===== config.mk =====
export PLATFORM = sky130hd
export DESIGN_NAME = hmap_port
export DESIGN_NICKNAME = d
export VERILOG_FILES = /design/src/rtl/hmap_pkg.sv /design/src/rtl/hmap_ctl_latch.sv /design/src/rtl/hmap_seq.sv /design/src/rtl/hmap_port.sv
export SDC_FILE = /design/constraint.sdc
export NUM_CORES = 1
export LEC_CHECK = 0
export BUFFER_PORTS_ARGS = -buffer_cell sky130_fd_sc_hd__buf_4
export CELL_PAD_IN_SITES_DETAIL_PLACEMENT = 0
export CELL_PAD_IN_SITES_GLOBAL_PLACEMENT = 1
export CORE_MARGIN = 4
export CORE_UTILIZATION = 37
export CTS_CLUSTER_DIAMETER = 60
export DETAILED_ROUTE_END_ITERATION = 8
export PLACE_DENSITY = 0.78
export RECOVER_POWER = 100
export SKIP_LAST_GASP = 1
export SLEW_MARGIN = 5
export SYNTH_ARGS = -nofsm -noshare
export SYNTH_HDL_FRONTEND = slang
export SYNTH_SLANG_ARGS = --single-unit

===== constraint.sdc =====
create_clock -name clk -period 1.9 [get_ports clk]
set_input_delay 0.19 -clock clk [delete_from_list [all_inputs] [get_ports clk]]
set_output_delay 0.19 -clock clk [all_outputs]
set_load 0.05 [all_outputs]

===== src/rtl/hmap_pkg.sv =====
package hmap_pkg;

   typedef enum logic [1:0] {
      ST_IDLE = 2'd0,
      ST_REQ  = 2'd1,
      ST_CAP  = 2'd2
   } seq_st_t;

   typedef enum logic [1:0] {
      CAP_NONE  = 2'd0,
      CAP_DM    = 2'd1,
      CAP_PM_HI = 2'd2,
      CAP_PM_LO = 2'd3
   } cap_t;

endpackage


===== src/rtl/hmap_ctl_latch.sv =====
module hmap_ctl_latch #(
   parameter int HOST_W = 16,
   parameter int ADDR_W = 14,
   parameter int OVL_W  = 4,
   parameter bit CHECK_OVL = 1'b1,
   parameter logic [(1<<OVL_W)-1:0] PM_ALLOW = 16'h0031,
   parameter logic [(1<<OVL_W)-1:0] DM_ALLOW = 16'h00F1
) (
   input  logic              clk,
   input  logic              rst_n,
   input  logic              load,
   input  logic [HOST_W-1:0] word,
   input  logic              addr_inc,
   output logic [ADDR_W-1:0] addr,
   output logic              space_pm,
   output logic [OVL_W-1:0]  pm_ovl,
   output logic [OVL_W-1:0]  dm_ovl,
   output logic              ovl_err
);

   localparam int MODE_BIT  = HOST_W - 1;
   localparam int SPACE_BIT = HOST_W - 2;
   localparam int RSV_LO    = 2 * OVL_W;
   localparam int RSV_HI    = HOST_W - 2;

   logic             is_ovl;
   logic             rsv_nz;
   logic [OVL_W-1:0] pm_val;
   logic [OVL_W-1:0] dm_val;
   logic             bad;

   assign is_ovl = word[MODE_BIT];
   assign rsv_nz = |word[RSV_HI:RSV_LO];
   assign pm_val = word[OVL_W-1:0];
   assign dm_val = word[2*OVL_W-1:OVL_W];

   generate
      if (CHECK_OVL) begin : g_ovl_check
         assign bad = rsv_nz | ~PM_ALLOW[pm_val] | ~DM_ALLOW[dm_val];
      end else begin : g_ovl_nocheck
         assign bad = 1'b0;
      end
   endgenerate

   always_ff @(posedge clk or negedge rst_n) begin
      if (!rst_n) begin
         addr     <= '0;
         space_pm <= 1'b0;
      end else if (load && !is_ovl) begin
         addr     <= word[ADDR_W-1:0];
         space_pm <= word[SPACE_BIT];
      end else if (addr_inc) begin
         addr <= addr + 1'b1;
      end
   end

   always_ff @(posedge clk or negedge rst_n) begin
      if (!rst_n) begin
         pm_ovl  <= '0;
         dm_ovl  <= '0;
         ovl_err <= 1'b0;
      end else if (load && is_ovl) begin
         pm_ovl  <= pm_val;
         dm_ovl  <= dm_val;
         ovl_err <= bad;
      end
   end

   AST_OVL_HOLD: assert property (@(posedge clk) disable iff (!rst_n)
      !(load && is_ovl) |=> $stable(pm_ovl) && $stable(dm_ovl) && $stable(ovl_err))
      else $error("overlay changed without overlay load");

   AST_ADDR_KEEP_ON_OVL: assert property (@(posedge clk) disable iff (!rst_n)
      (load && is_ovl && !addr_inc) |=> $stable(addr) && $stable(space_pm))
      else $error("overlay load disturbed address");

endmodule


===== src/rtl/hmap_seq.sv =====
module hmap_seq
   import hmap_pkg::*;
#(
   parameter int HOST_W = 16,
   parameter int ADDR_W = 14,
   parameter int PM_W   = 24,
   parameter logic [ADDR_W-1:0] CTRL_BASE = 14'h3FE0
) (
   input  logic              clk,
   input  logic              rst_n,
   input  logic              dat_rd,
   input  logic              dat_wr,
   input  logic [HOST_W-1:0] wdata,
   input  logic              ctl_load,
   input  logic [ADDR_W-1:0] addr,
   input  logic              space_pm,
   input  logic              mem_gnt,
   input  logic [PM_W-1:0]   mem_rdata,
   output logic              ack,
   output logic              addr_inc,
   output logic              mem_req,
   output logic              mem_we,
   output logic [PM_W-1:0]   mem_wdata,
   output logic [HOST_W-1:0] rdata
);

   localparam int LO_W  = PM_W - HOST_W;
   localparam int PAD_W = HOST_W - LO_W;

   seq_st_t           st;
   cap_t              cap_q;
   logic              phase_q;
   logic              inc_q;
   logic [HOST_W-1:0] hi_q;
   logic [LO_W-1:0]   lo_q;
   logic              go;
   logic              in_ctrl;

   assign go      = (st == ST_IDLE) && (dat_rd || dat_wr);
   assign in_ctrl = (addr >= CTRL_BASE);

   always_ff @(posedge clk or negedge rst_n) begin
      if (!rst_n) begin
         st        <= ST_IDLE;
         cap_q     <= CAP_NONE;
         phase_q   <= 1'b0;
         inc_q     <= 1'b0;
         hi_q      <= '0;
         lo_q      <= '0;
         mem_we    <= 1'b0;
         mem_wdata <= '0;
         rdata     <= '0;
      end else begin
         unique case (st)
            ST_IDLE: begin
               if (ctl_load) begin
                  phase_q <= 1'b0;
               end else if (go && dat_wr) begin
                  mem_we <= 1'b1;
                  cap_q  <= CAP_NONE;
                  if (space_pm) begin
                     if (!phase_q) begin
                        hi_q    <= wdata;
                        phase_q <= 1'b1;
                        inc_q   <= 1'b0;
                        st      <= ST_CAP;
                     end else begin
                        mem_wdata <= {hi_q, wdata[LO_W-1:0]};
                        phase_q   <= 1'b0;
                        inc_q     <= 1'b1;
                        st        <= ST_REQ;
                     end
                  end else if (in_ctrl) begin
                     inc_q <= 1'b1;
                     st    <= ST_CAP;
                  end else begin
                     mem_wdata <= {{LO_W{1'b0}}, wdata};
                     inc_q     <= 1'b1;
                     st        <= ST_REQ;
                  end
               end else if (go) begin
                  mem_we <= 1'b0;
                  if (space_pm) begin
                     if (!phase_q) begin
                        cap_q   <= CAP_PM_HI;
                        phase_q <= 1'b1;
                        inc_q   <= 1'b0;
                        st      <= ST_REQ;
                     end else begin
                        cap_q   <= CAP_PM_LO;
                        phase_q <= 1'b0;
                        inc_q   <= 1'b1;
                        st      <= ST_CAP;
                     end
                  end else begin
                     cap_q <= CAP_DM;
                     inc_q <= 1'b1;
                     st    <= ST_REQ;
                  end
               end
            end
            ST_REQ: begin
               if (mem_gnt) st <= ST_CAP;
            end
            ST_CAP: begin
               unique case (cap_q)
                  CAP_DM:    rdata <= mem_rdata[HOST_W-1:0];
                  CAP_PM_HI: begin
                     rdata <= mem_rdata[PM_W-1:LO_W];
                     lo_q  <= mem_rdata[LO_W-1:0];
                  end
                  CAP_PM_LO: rdata <= {{PAD_W{1'b0}}, lo_q};
                  default:   ;
               endcase
               st <= ST_IDLE;
            end
            default: st <= ST_IDLE;
         endcase
      end
   end

   assign ack      = (st == ST_IDLE);
   assign mem_req  = (st == ST_REQ);
   assign addr_inc = (st == ST_CAP) && inc_q;

   AST_ACK_BUSY: assert property (@(posedge clk) disable iff (!rst_n)
      mem_req |-> !ack)
      else $error("ack high during request");

   AST_ACK_RETURN: assert property (@(posedge clk) disable iff (!rst_n)
      (st == ST_CAP) |=> ack)
      else $error("ack not restored after completion");

   AST_ONE_MEM_CYCLE: assert property (@(posedge clk) disable iff (!rst_n)
      (mem_req && mem_gnt) |=> !mem_req)
      else $error("request beyond its granted cycle");

   AST_REQ_HELD: assert property (@(posedge clk) disable iff (!rst_n)
      (mem_req && !mem_gnt) |=> mem_req && $stable(addr) && $stable(space_pm))
      else $error("request dropped or moved before grant");

   AST_NO_CTRL_WRITE: assert property (@(posedge clk) disable iff (!rst_n)
      (mem_req && mem_we && !space_pm) |-> (addr < CTRL_BASE))
      else $error("write into control-register window");

endmodule


===== src/rtl/hmap_port.sv =====
module hmap_port #(
   parameter int HOST_W = 16,
   parameter int ADDR_W = 14,
   parameter int PM_W   = 24,
   parameter int OVL_W  = 4,
   parameter bit CHECK_OVL = 1'b1,
   parameter logic [ADDR_W-1:0] CTRL_BASE = 14'h3FE0,
   parameter logic [(1<<OVL_W)-1:0] PM_ALLOW = 16'h0031,
   parameter logic [(1<<OVL_W)-1:0] DM_ALLOW = 16'h00F1
) (
   input  logic              clk,
   input  logic              rst_n,
   input  logic              host_sel,
   input  logic              host_latch,
   input  logic              host_rd,
   input  logic              host_wr,
   input  logic [HOST_W-1:0] host_wdata,
   output logic [HOST_W-1:0] host_rdata,
   output logic              host_ack,
   output logic              mem_req,
   input  logic              mem_gnt,
   output logic              mem_we,
   output logic              mem_is_pm,
   output logic [ADDR_W-1:0] mem_addr,
   output logic [PM_W-1:0]   mem_wdata,
   input  logic [PM_W-1:0]   mem_rdata,
   output logic [OVL_W-1:0]  pm_ovl,
   output logic [OVL_W-1:0]  dm_ovl,
   output logic              ovl_err
);

   generate
      if (ADDR_W > HOST_W - 2) begin : g_bad_addr_w
         initial $error("ADDR_W must leave room for mode and space bits");
      end
      if (PM_W <= HOST_W || PM_W > 2 * HOST_W) begin : g_bad_pm_w
         initial $error("PM_W must lie between HOST_W+1 and 2*HOST_W");
      end
      if (2 * OVL_W > HOST_W - 2) begin : g_bad_ovl_w
         initial $error("overlay fields overlap the mode bits");
      end
   endgenerate

   logic ctl_load;
   logic dat_rd;
   logic dat_wr;
   logic addr_inc;

   assign ctl_load = host_sel && host_latch && host_ack;
   assign dat_rd   = host_sel && host_rd && !host_wr && !host_latch;
   assign dat_wr   = host_sel && host_wr && !host_latch;

   hmap_ctl_latch #(
      .HOST_W   (HOST_W),
      .ADDR_W   (ADDR_W),
      .OVL_W    (OVL_W),
      .CHECK_OVL(CHECK_OVL),
      .PM_ALLOW (PM_ALLOW),
      .DM_ALLOW (DM_ALLOW)
   ) u_latch (
      .clk     (clk),
      .rst_n   (rst_n),
      .load    (ctl_load),
      .word    (host_wdata),
      .addr_inc(addr_inc),
      .addr    (mem_addr),
      .space_pm(mem_is_pm),
      .pm_ovl  (pm_ovl),
      .dm_ovl  (dm_ovl),
      .ovl_err (ovl_err)
   );

   hmap_seq #(
      .HOST_W   (HOST_W),
      .ADDR_W   (ADDR_W),
      .PM_W     (PM_W),
      .CTRL_BASE(CTRL_BASE)
   ) u_seq (
      .clk      (clk),
      .rst_n    (rst_n),
      .dat_rd   (dat_rd),
      .dat_wr   (dat_wr),
      .wdata    (host_wdata),
      .ctl_load (ctl_load),
      .addr     (mem_addr),
      .space_pm (mem_is_pm),
      .mem_gnt  (mem_gnt),
      .mem_rdata(mem_rdata),
      .ack      (host_ack),
      .addr_inc (addr_inc),
      .mem_req  (mem_req),
      .mem_we   (mem_we),
      .mem_wdata(mem_wdata),
      .rdata    (host_rdata)
   );

endmodule


Word-level counts from Yosys, hierarchy flattened
Memory sizes are Yosys's and may differ from the RTL's.
Index checks and enable logic that the tools add are counted.
Widths: inputs -> output; s select.
{ "classes": {"bitwise": 6, "magnitude_cmp": 3, "eq_ne": 10, "reduce_logical": 29, "add_sub_neg": 1, "mux": 33} }
{ "ops": {"columns": ["operator", "count"], "rows": [
  ["$mux 24", 3],
  ["$pmux 16 s3", 1],
  ["$mux 14", 2],
  ["$mux 2", 12],
  ["$add 14x1->14 const B", 1],
  ["$ge 14x14->1 const B", 1],
  ["$mux 1", 14],
  ["$logic_and 1x1->1", 12],
  ["$lt 4x5->1 const B", 2],
  ["$reduce_and 5->1", 2],
  ["$reduce_or 7->1", 1],
  ["$eq 2x2->1 const B", 3],
  ["$reduce_and 2->1", 3],
  ["$reduce_and 3->1", 2],
  ["$reduce_bool 3->1", 2],
  ["$eq 2x1->1 const B", 2],
  ["$ne 2x1->1 const B", 2],
  ["$ne 2x2->1 const B", 2],
  ["$not 1->1", 4],
  ["$pmux 2 s2", 1],
  ["$reduce_bool 2->1", 2],
  ["$logic_not 1->1", 3],
  ["$ne 3x1->1 const B", 1],
  ["$logic_not 2->1", 1],
  ["other kinds (2)", 3]
]} }
{ "word_totals": {"inputBits": 47, "ff_bits": 95, "word_cells": 98, "rom_bits": 32, "n_memories": 2} }
{ "mem_list": {"columns": ["name", "depth", "width", "rd", "rd_clocked_by_memory_dff", "write_ports", "line_no", "text"], "rows": [
  ["(name not given)", 16, 1, 1, 0, 0, "hmap_ctl_latch.sv:39", "assign bad = rsv_nz | ~PM_ALLOW[pm_val] | ~DM_ALLOW[dm_val];"],
  ["(name not given)", 16, 1, 1, 0, 0, "hmap_ctl_latch.sv:39", null]
]} }

Depth between registers and ports, before layout
Gate-level depths: netlist of the first run.
{ "depth": {"ltp_word": 9, "depth_mapped": 6, "ltp_nobuf": 5} }

By module
A second synthesis of the first run with hierarchy kept.
{ "unflattened": {"hier_cells": 387, "area_unflattened_um2": 4388.0} }
{ "by_module_without_submodules": {"columns": ["mod", "seq_area_each_um2", "cells_each", "area_per_inst_um2", "n_inst"], "rows": [
  ["hmap_seq", 1776.7, 268, 3185.6, 1],
  ["hmap_ctl_latch", 600.6, 116, 1172.4, 1],
  ["hmap_port", 0.0, 3, 30.0, 1]
]} }

Worst setup path after synthesis of the first run
No wires, ideal clock.
{ "synth_path": {"path_type": "register -> register", "from": "reg u_latch.addr[8]", "to": "reg u_seq.mem_wdata[8]", "synth_period_minus_slack_ps": 2184, "arrival_ps": 2057, "setup_slack_ps": -284, "n_path_buf": 1, "path_stages_with_launch": 6, "setup_ps": 128, "required_time_ps": 1772, "path_cell_list": "dfrtp_1 -> and4_1 -> and3_1 -> a311oi_4 -> buf_6 -> mux2_1"} }
{ "synth_between": {"elab_chain_cells": 3} }
{ "synth_rtl": {"columns": ["element", "line_no", "text"], "rows": [
  ["from (decl)", "hmap_ctl_latch.sv:14", "output logic [ADDR_W-1:0] addr,"],
  ["from (signal assigned)", "hmap_ctl_latch.sv:50", "addr <= word[ADDR_W-1:0];"],
  ["from (signal assigned)", "hmap_ctl_latch.sv:53", "addr <= addr + 1'b1;"],
  ["$ge 14x14->1", "hmap_seq.sv:40", "assign in_ctrl = (addr >= CTRL_BASE);"],
  ["$ne 2x2->1 (no line)", null, null],
  ["$reduce_and 5->1 (no line)", null, null],
  ["to (signal assigned)", "hmap_seq.sv:68", "mem_wdata <= {hi_q, wdata[LO_W-1:0]};"],
  ["to (signal assigned)", "hmap_seq.sv:77", "mem_wdata <= {{LO_W{1'b0}}, wdata};"],
  ["to (decl)", "hmap_seq.sv:23", "output logic [PM_W-1:0] mem_wdata,"]
]} }
No other way between the ends.
A chain may end at the register's enable or synchronous reset.

Worst setup path in the final report of the first run
{ "layout_path": {"from": "reg u_seq.st[0]", "to": "reg u_seq.mem_wdata[6]"} }
{ "layout_between": {"elab_chain_cells": 4} }
{ "layout_rtl": {"columns": ["element", "line_no", "text"], "rows": [
  ["from (decl)", "hmap_seq.sv:30", "seq_st_t st;"],
  ["from (signal assigned)", "hmap_seq.sv:44", "st <= ST_IDLE;"],
  ["from (signal assigned)", "hmap_seq.sv:66", "st <= ST_CAP;"],
  ["from (signal assigned)", "hmap_seq.sv:71", "st <= ST_REQ;"],
  ["$logic_not 2->1 (*)", "hmap_seq.sv:39, hmap_seq.sv:54, hmap_seq.sv:122", null],
  ["$logic_and 1x1->1 (on tied branches)", "hmap_seq.sv:39, hmap_port.sv:49", null],
  ["$logic_and 1x1->1 / $not 1->1 (equally long branches)", null, null],
  ["$reduce_and 5->1 (no line) (*)", null, null]
]} }
Mark *: on every way between the ends. The rest lies on a longest branch, timed or not.

==> impl_metrics.py, run 1 <==
metrics = {
    "detailed_routing": {
        "final_antenna_net_count": 0,
        "drc": 0,
        "wl_per_cell_um": 17.2,
        "routed_wl_um": 11600,
        "firstDrtPassIters": 4,
        "first_iter_violations": 281,
        "vias": 3496,
        "vias_per_cell": 5.19,
    },
    "placement": {
        "dpl_cell_area_mm2": 0.00554,
        "numPortBuffers": 113,
        "dp_hpwl_um": 8190,
        "place_congestion": 0.867,
    },
    "die": {
        "start_util_pct": 38.1,
        "num_rows": 39,
        "die_h_um": 117,
        "coreArea_mm2": 0.0116,
        "ioPinCount": 114,
        "die_w_um": 117,
        "die_area_mm2": 0.0137,
    },
    "setup_path": {
        "cp-end-kind": "register",
        "rr_startpoint": "u_seq.st[0]",
        "slowest_stage": "dfrtp_1",
        "worst_ep_arrival_time_ns": 2.07,
        "path_max_fanout": 10,
        "worstPathRequired_ns": 2.12,
        "slowest_delay_ns": 0.40,
        "setup.worst_path.start_class": "register",
        "crit_chain": "nor4b_4 > nand2_2 > a311oi_4 > buf_4 > buf_16 > mux2_1",
        "path_class": "register to register",
        "crit_start": "u_seq.st[0]",
    },
    "finish": {
        "diodes": 0,
        "final_nets": 574,
        "fillers": 1107,
        "final_common_cell": "dfrtp_1",
        "area_growth_pct": 29.0,
        "final_cell_mix": "88 x dfrtp_1, 68 x buf_4, 65 x clkbuf_1, 56 x nand2_1, 49 x mux2_2",
        "drive_gt1_share_pct": 29.2,
        "finalInstanceArea_mm2": 0.00569,
    },
    "power_and_ir_drop": {
        "leakagePower_uw": 0.00250,
        "ir_drop_mv": 1.32,
        "switching_share_pct": 48.3,
        "power_frac_clock_pct": 17.6,
        "powerDensity_mw_per_mm2": 1870,
        "p_sw_uw": 5130,
        "intPower_uw": 5500,
        "seq_power_share_pct": 34.1,
        "combPwrFrac_pct": 48.3,
    },
    "synth": {
        "async_reset_ff_share_pct": 100,
        "yosys_warnings": 0,
        "ys_ff_latch": 95,
        "ys_seq_area_share_pct": 53.9,
        "syn_inst": 395,
        "synth.cell_area_mm2": 0.00441,
        "synth_cell_types": 46,
        "synth.net_count": 444,
        "synth.avg_cell_area_um2": 11.2,
        "ys.flop_type": "dfrtp_1",
        "synth_edf_count": 0,
    },
    "global_route": {
        "grt_pass1_vias": 3618,
        "overflow": 0,
        "grt_pass1_wl_um": 18500,
        "track_usage_pct": 17.3,
        "antenna_found_initial": 0,
        "grt_max_degree": 55,
    },
    "cts": {
        "clk_transition_reported_paths_ns": 0.07,
        "cts_buffers": 9,
        "tritoncts": "yes",
        "numClockSinks": 95,
        "clockBufferDepth": 2,
        "clockRootBuffer": "clkbuf_16",
        "clk_latency_ns": 0.34,
        "htreeDepth": 3,
    },
    "flow_run": {
        "maxCapViolCount": 0,
    },
    "status": {
        "outcome": "finished clean",
    },
    "sta": {
        "tightest_slew_ns": 0.771,
        "hold_viol_final": 0,
        "slew_violations": 0,
        "max_freq_mhz": 541,
        "min_period_ns": 1.85,
        "grt_setup_unrepaired": "yes",
        "fin_skew_ns": 0.00643,
        "setup_viol": 0,
        "relSlewSlack_pct": 48.6,
        "period_share_pct": 97.3,
        "hold-worst-slack_ns": 0.0980,
    },
    "min_path": {
        "hold_class": "primary input to register",
        "min_from": "mem_rdata[4]",
    },
}
## flip-flops by register name (all words and copies together) (netlist names)
| register | cells |
|---|---|
| u_seq.mem_wdata | 24 |
| u_seq.hi_q | 16 |
| u_seq.rdata | 16 |
| u_latch.addr | 14 |
| u_seq.lo_q | 8 |
| u_latch.dm_ovl | 4 |
| u_latch.pm_ovl | 4 |
| u_seq.cap_q | 2 |
| u_seq.st | 2 |
| u_latch.ovl_err | 1 |
| u_latch.space_pm | 1 |
| u_seq.inc_q | 1 |
| u_seq.mem_we | 1 |
| u_seq.phase_q | 1 |
## layout make-up
cell class / instances / area (µm²) / share of cell area (%)
inverters: 21 / 82.6 / 1.45
clock buffers: 12 / 256 / 4.51
flip-flops and latches: 95 / 2390 / 41.9
clock inverters: 4 / 53.8 / 0.946
repair buffers: 139 / 837 / 14.7
well taps: 143 / 179 / 3.14
multi-input cells: 259 / 1890 / 33.3
## per-layer routing
layer  up-vias  GRT usage, %  part of all wire (%)
met2       115          27.9                    46
met4         0          4.59                   1.3
met3        16          5.09                   7.1
met5         -             0                     0
met1      1700          23.0                    45
li1       1665             -                     -
## power groups by stage
stage               registers, µW  logic [µW]  clock network (µW)
floorplan                    5800        1670                   0
global placement             3620        5610                   0
detailed placement           3650        5680                   0
CTS                          3640        5720                1900
global route                 3750        5510                2000
finish                       3630        5140                1870
## per-stage QoR
step                      TNS (ns)  worst slack (ns)  std cells  util (%)  total power [µW]
final                            0            0.0522        673      49.2             10600
after global routing        -0.287           -0.0300        673      49.2             11300
after CTS                        0            0.0153        670      51.1             11300
after detailed placement    -0.484           -0.0633        650      47.9              9330
after global placement           0            0.0219        650      47.9              9220
after floorplan             -0.366           -0.0334        395         -              7470
## synth_stat cells, types with 4 or more instances
cell | count | share of area (%)
dfrtp_1 | 95 | 54
nand2_1 | 57 | 4.8
mux2_2 | 49 | 13
o21ai_0 | 28 | 3.2
inv_1 | 21 | 1.8
clkbuf_1 | 14 | 1.2
nand3_1 | 13 | 1.5
mux2_1 | 12 | 3.1
mux2i_1 | 11 | 2.5
o211ai_1 | 11 | 1.9
nor2_1 | 7 | 0.60
nand4_1 | 6 | 0.85
o22ai_1 | 6 | 0.85
a22oi_1 | 4 | 0.68
and3_1 | 4 | 0.57
nor2b_1 | 4 | 0.57
## path summary, 6_finish.rpt
kind / cells past startpoint / slack, ns / end
worst max-delay path: 6 / 0.05 / u_seq.mem_wdata[6]
worst min-delay path: 2 / 0.1 / u_seq.lo_q[4]
worst max register to register: 6 / 0.05 / u_seq.mem_wdata[6]
worst min register to register: 2 / 0.48 / u_seq.rdata[4]
max in group asynchronous: 3 / 0.44 / u_latch.addr[11]
min in group asynchronous: 2 / 0.30 / u_seq.rdata[12]
## logic make-up after synthesis
group	count (synthesis)	synth area share (%)
mux	72	18.1
xor+xnor	3	0.596
buf+inv	41	3.91
fa+ha+maj	2	0.567
flops	95	53.9
simple gates	109	11.9
compound gates	73	11.0
## worst max-delay path, delay by kind of cell, from the launching register on
family	cells	cell delay, ns
AOI/OAI and AO/OA	1	0.23
and+or+nand+nor	2	0.45
DFF	1	0.40
buffers and inverters	2	0.33
muxes	1	0.32
## repair_timing
item / 4_1_cts / 5_1_grt
gates cloned: 1 / 0
setup endpoints to repair: 21 / 45
hold buffers: 1 / 0
buffers inserted: 2 / 3
resized for setup: 3 / 3
pin swaps: 1 / 2
endpoints found under the hold margin: 21 / 0
Power figures use the tool's default switching activity.
==> run 2, diff against run 1 <==
--- a/config.mk
+++ b/config.mk
@@ -5,7 +5,7 @@
 export SDC_FILE = /design/constraint.sdc
 export NUM_CORES = 1
 export LEC_CHECK = 0
-export BUFFER_PORTS_ARGS = -buffer_cell sky130_fd_sc_hd__buf_4
+export BUFFER_PORTS_ARGS = -buffer_cell sky130_fd_sc_hd__buf_2
 export CELL_PAD_IN_SITES_DETAIL_PLACEMENT = 0
 export CELL_PAD_IN_SITES_GLOBAL_PLACEMENT = 1
 export CORE_MARGIN = 4
==> impl_metrics.py, run 2 (synthesis results as in run 1) <==
metrics = {
    "status": {
        "outcome": "finished clean",
    },
    "power_and_ir_drop": {
        "power_frac_clock_pct": 18.8,
        "powerDensity_mw_per_mm2": 1910,
        "leakagePower_uw": 0.00246,
        "intPower_uw": 5500,
        "combPwrFrac_pct": 47.2,
        "seq_power_share_pct": 34.0,
        "p_sw_uw": 5180,
        "switching_share_pct": 48.5,
        "power_uw": 10700,
        "ir_drop_mv": 1.09,
    },
    "sta": {
        "hold_viol_final": 0,
        "max_freq_mhz": 542,
        "period_share_pct": 97.1,
        "fin_skew_ns": 0.0140,
        "slew_violations": 0,
        "relSlewSlack_pct": 33.4,
        "min_period_ns": 1.84,
        "grt_setup_unrepaired": "no",
        "setup_viol": 0,
        "tightest_slew_ns": 0.988,
    },
    "global_route": {
        "antenna_found_initial": 0,
        "grt_pass1_wl_um": 18200,
        "grt_max_degree": 64,
        "grt_pass1_vias": 3432,
        "track_usage_pct": 17.1,
        "overflow": 0,
    },
    "setup_path": {
        "crit_start": "u_latch.addr[7]",
        "cp_num_buf_inv": 2,
        "worst_ep_arrival_time_ns": 2.07,
        "r2r_slack_ns": 0.06,
        "worstPathRequired_ns": 2.13,
        "slowest_stage": "dfrtp_2",
        "cp-endpoint": "u_seq.mem_wdata[15]",
        "crit_chain": "and4_1 > and3_4 > a311oi_4 > buf_6 > clkbuf_16 > mux2_1",
        "worst-path-stages": 6,
        "path_class": "register to register",
        "rr_worst_depth": 6,
        "slowest_delay_ns": 0.43,
        "rr_startpoint": "u_latch.addr[7]",
        "path_max_fanout": 6,
        "r2r-end": "u_seq.mem_wdata[15]",
        "cp-end-kind": "register",
        "setup.worst_path.start_class": "register",
        "worst_path_dominant_cell_family": "flip-flops",
    },
    "die": {
        "ioPinCount": 114,
        "coreArea_mm2": 0.0116,
        "die_area_mm2": 0.0137,
        "num_rows": 39,
        "die_w_um": 117,
        "start_util_pct": 38.1,
        "die_h_um": 117,
    },
    "cts": {
        "clockBufferDepth": 2,
        "tritoncts": "yes",
        "htreeDepth": 3,
        "cts_buffers": 9,
        "numClockSinks": 95,
        "clk_transition_reported_paths_ns": 0.07,
        "clockRootBuffer": "clkbuf_16",
        "clk_latency_ns": 0.35,
    },
    "detailed_routing": {
        "drc": 0,
        "vias_per_cell": 5.14,
        "firstDrtPassIters": 4,
        "vias": 3459,
        "routed_wl_um": 11500,
        "wl_per_cell_um": 17.1,
        "final_antenna_net_count": 0,
        "first_iter_violations": 242,
    },
    "finish": {
        "final_cell_mix": "87 x dfrtp_1, 68 x clkbuf_1, 56 x nand2_1, 49 x mux2_2, 45 x buf_2",
        "reg_top3": "u_seq.mem_wdata: 24 flops, u_seq.hi_q: 16 flops, u_seq.rdata: 16 flops",
        "largest_reg_flops": 24,
        "final_common_cell": "dfrtp_1",
        "largest_register": "u_seq.mem_wdata",
        "area_growth_pct": 26.7,
        "post-route-util_pct": 48.4,
        "drive_gt1_share_pct": 28.5,
        "diodes": 0,
        "final_nets": 574,
    },
    "flow_run": {
        "maxCapViolCount": 0,
    },
    "placement": {
        "place_congestion": 0.825,
        "numPortBuffers": 113,
        "dp_hpwl_um": 8210,
    },
    "min_path": {
        "hold_class": "primary input to register",
    },
}
## run 2: power groups by stage
stage | Sequential (µW) | Combinational, µW | Clock (µW)
global placement | 3590 | 5170 | 0
finish | 3640 | 5040 | 2010
CTS | 3620 | 5280 | 2050
floorplan | 5800 | 1670 | 0
detailed placement | 3640 | 5240 | 0
global route | 3760 | 5400 | 2160
## run 2: worst min path at each step
stage                      start              end  slack [ns]  cells after the start
CTS                 mem_rdata[7]    u_seq.lo_q[7]        0.08                      2
detailed placement         rst_n   u_seq.cap_q[0]        0.04                      1
floorplan                  rst_n  u_latch.addr[0]       -0.11                      0
finish              mem_rdata[0]    u_seq.lo_q[0]         0.1                      2
global placement           rst_n   u_seq.cap_q[0]        0.04                      1
global route        mem_rdata[1]    u_seq.lo_q[1]        0.09                      2
## run 2: timing repair
item | CTS | global route
pin swaps | 1 | 2
hold buffers | 1 | 0
setup endpoints to repair | 21 | 17
hold endpoints to repair | 92 | 0
gates resized for setup | 3 | 3
cloned | 1 | 1
setup buffers | 1 | 2
## run 2: layer usage
layer / share of wire, % / wire [µm] / track usage, %
met5: 0 / 0 / 0
met4: 1.2 / 138 / 5.96
met3: 6.9 / 790 / 4.06
met2: 47 / 5360 / 26.8
met1: 45 / 5200 / 23.4
## run 2: per-stage QoR
step | cells | area [µm²] | setup WS (ns) | hold WS, ns | TNS, ns
floorplan | 395 | 4440 | -0.0334 | -0.106 | -0.366
detailed placement | 651 | 5270 | -0.0446 | 0.0408 | -0.402
global placement | 651 | 5270 | 0.00842 | 0.0383 | 0
CTS | 670 | 5650 | 0.000566 | 0.0796 | 0
finish | 673 | 5590 | 0.0554 | 0.0954 | 0
global route | 673 | 5590 | 0.00386 | 0.0908 | 0
## run 2: final cells by class
class,instances,area [µm²]
Fill cell,1081,5970
Timing Repair Buffer,139,732
Tap cell,143,179
Sequential cell,95,2390
Clock inverter,7,103
Clock buffer,9,225
Multi-Input combinational cell,259,1890
Inverter,21,78.8
==> run 3, diff against run 2 <==
--- a/config.mk
+++ b/config.mk
@@ -15,7 +15,6 @@
 export PLACE_DENSITY = 0.78
 export RECOVER_POWER = 100
 export SKIP_LAST_GASP = 1
-export SLEW_MARGIN = 5
 export SYNTH_ARGS = -nofsm -noshare
 export SYNTH_HDL_FRONTEND = slang
 export SYNTH_SLANG_ARGS = --single-unit
==> constraint.sdc (replaced) <==
create_clock -name clk -period 1.9 [get_ports clk]
set_input_delay 0.38 -clock clk [delete_from_list [all_inputs] [get_ports clk]]
set_output_delay 0.38 -clock clk [all_outputs]
set_load 0.05 [all_outputs]
==> impl_metrics.py, run 3 (synthesis results as in run 1) <==
metrics = {
    "status": {
        "outcome": "finished, violations left",
        "violations": "setup timing",
    },
    "power_and_ir_drop": {
        "power_frac_clock_pct": 17.1,
        "switching_share_pct": 48.4,
        "combPwrFrac_pct": 48.2,
        "p_sw_uw": 5110,
        "intPower_uw": 5450,
        "leakagePower_uw": 0.00248,
        "seq_power_share_pct": 34.7,
        "ir_drop_mv": 1.01,
        "powerDensity_mw_per_mm2": 1890,
    },
    "detailed_routing": {
        "wl_per_cell_um": 17.0,
        "final_antenna_net_count": 0,
        "routed_wl_um": 11500,
        "vias": 3514,
        "drc": 0,
        "first_iter_violations": 202,
        "vias_per_cell": 5.21,
        "firstDrtPassIters": 4,
    },
    "sta": {
        "fin_skew_ns": 0.00860,
        "hold-worst-slack_ns": 0.295,
        "slew_violations": 0,
        "min_period_ns": 1.90,
        "relSlewSlack_pct": 55.5,
        "setup_viol": 1,
        "period_share_pct": 100,
        "hold_viol_final": 0,
        "tightest_slew_ns": 0.670,
        "grt_setup_unrepaired": "yes",
        "timing.final.ws_setup_ns": -0.00170,
        "max_freq_mhz": 526,
    },
    "finish": {
        "diodes": 0,
        "drive_gt1_share_pct": 30.3,
        "largest_register": "u_seq.mem_wdata",
        "post-route-util_pct": 48.4,
        "final_nets": 576,
        "finalInstanceArea_mm2": 0.00560,
        "reg_top3": "u_seq.mem_wdata: 24 flops, u_seq.hi_q: 16 flops, u_seq.rdata: 16 flops",
        "final_common_cell": "dfrtp_1",
        "final_cell_mix": "87 x dfrtp_1, 65 x clkbuf_1, 56 x nand2_1, 48 x mux2_2, 45 x buf_2",
        "largest_reg_flops": 24,
        "area_growth_pct": 26.9,
    },
    "setup_path": {
        "worstPathRequired_ns": 2.12,
        "worst_ep_arrival_time_ns": 2.12,
        "path_class": "register to register",
        "cp-end-kind": "register",
        "setup.worst_path.start_class": "register",
        "path_max_fanout": 4,
    },
    "cts": {
        "htreeDepth": 3,
        "cts_buffers": 9,
        "tritoncts": "yes",
        "clockRootBuffer": "clkbuf_16",
        "clk_transition_reported_paths_ns": 0.07,
        "clk_latency_ns": 0.34,
        "numClockSinks": 95,
        "clockBufferDepth": 2,
    },
    "die": {
        "die_h_um": 117,
        "num_rows": 39,
        "coreArea_mm2": 0.0116,
        "die_area_mm2": 0.0137,
        "die_w_um": 117,
        "ioPinCount": 114,
        "start_util_pct": 38.1,
    },
    "global_route": {
        "grt_pass1_vias": 3549,
        "grt_max_degree": 39,
        "overflow": 0,
        "grt_pass1_wl_um": 18400,
        "track_usage_pct": 17.2,
        "antenna_found_initial": 0,
    },
    "min_path": {
        "hold_class": "primary input to register",
    },
    "placement": {
        "dpl_cell_area_mm2": 0.00531,
        "numPortBuffers": 113,
        "dp_hpwl_um": 8330,
        "place_congestion": 0.852,
    },
    "flow_run": {
        "maxCapViolCount": 0,
    },
}
## run 3: layout make-up
cell class                      instances  area (µm²)
Timing Repair Buffer                  141         743
Clock inverter                          5        57.6
Multi-Input combinational cell        259        1910
Sequential cell                        95        2390
Inverter                               21        78.8
Fill cell                            1083        5960
Tap cell                              143         179
Clock buffer                           11         243
## run 3: repair_timing
item | 4_1_cts | 5_1_grt
resized for setup | 3 | 8
buffers inserted | 1 | 1
hold buffers | 1 | 0
hold endpoints to repair | 24 | 0
gates cloned | 1 | 1
pin swaps | 2 | 2
endpoints found under the setup margin | 24 | 23
## run 3: critical path: stages, from the launching register on
cell and delay [ns]:
dfrtp_1 0.41, nor4b_4 0.36, nand2_2 0.12, a311oi_4 0.23, buf_6 0.18, clkbuf_16 0.15, mux2_2 0.32
## run 3: final timing paths
| kind | startpoint | endpoint | slack, ns | depth (start not counted) |
|---|---|---|---|---|
| worst max-delay path | u_seq.st[0] | u_seq.mem_wdata[11] | -0.002 | 6 |
| worst min-delay path | mem_rdata[0] | u_seq.lo_q[0] | 0.29 | 2 |
| worst max register to register | u_seq.st[0] | u_seq.mem_wdata[11] | -0.002 | 6 |
| worst min register to register | u_seq.rdata[13] | u_seq.rdata[13] | 0.48 | 2 |
| max in group asynchronous | rst_n | u_seq.mem_wdata[21] | 0.26 | 3 |
| min in group asynchronous | rst_n | u_seq.cap_q[0] | 0.60 | 2 |
## run 3: power groups by stage
stage	Combinational, µW	Clock [µW]	Sequential [µW]
6_report	5100	1800	3670
3_3_place_gp	5180	0	3600
5_1_grt	5450	1950	3800
3_5_place_dp	5240	0	3670
4_1_cts	5280	1850	3650
2_1_floorplan	1670	0	5800
## run 3: through the flow
step	setup slack, ns	instances	TNS [ns]	total power [µW]
floorplan	-0.0334	395	-0.366	7470
finish	-0.00170	675	-0.00170	10600
detailed placement	-0.127	654	-2.53	8910
global route	-0.0556	675	-0.817	11200
global placement	-0.0657	654	-0.883	8790
CTS	0.0173	673	0	10800
## run 3: routing by layer
metal	GRT usage, %	wire [µm]	vias to the layer above
li1	-	-	1679
met1	23.7	5080	1699
met2	26.3	5310	119
met3	5.09	863	17
met4	5.58	240	0
met5	0	0	-
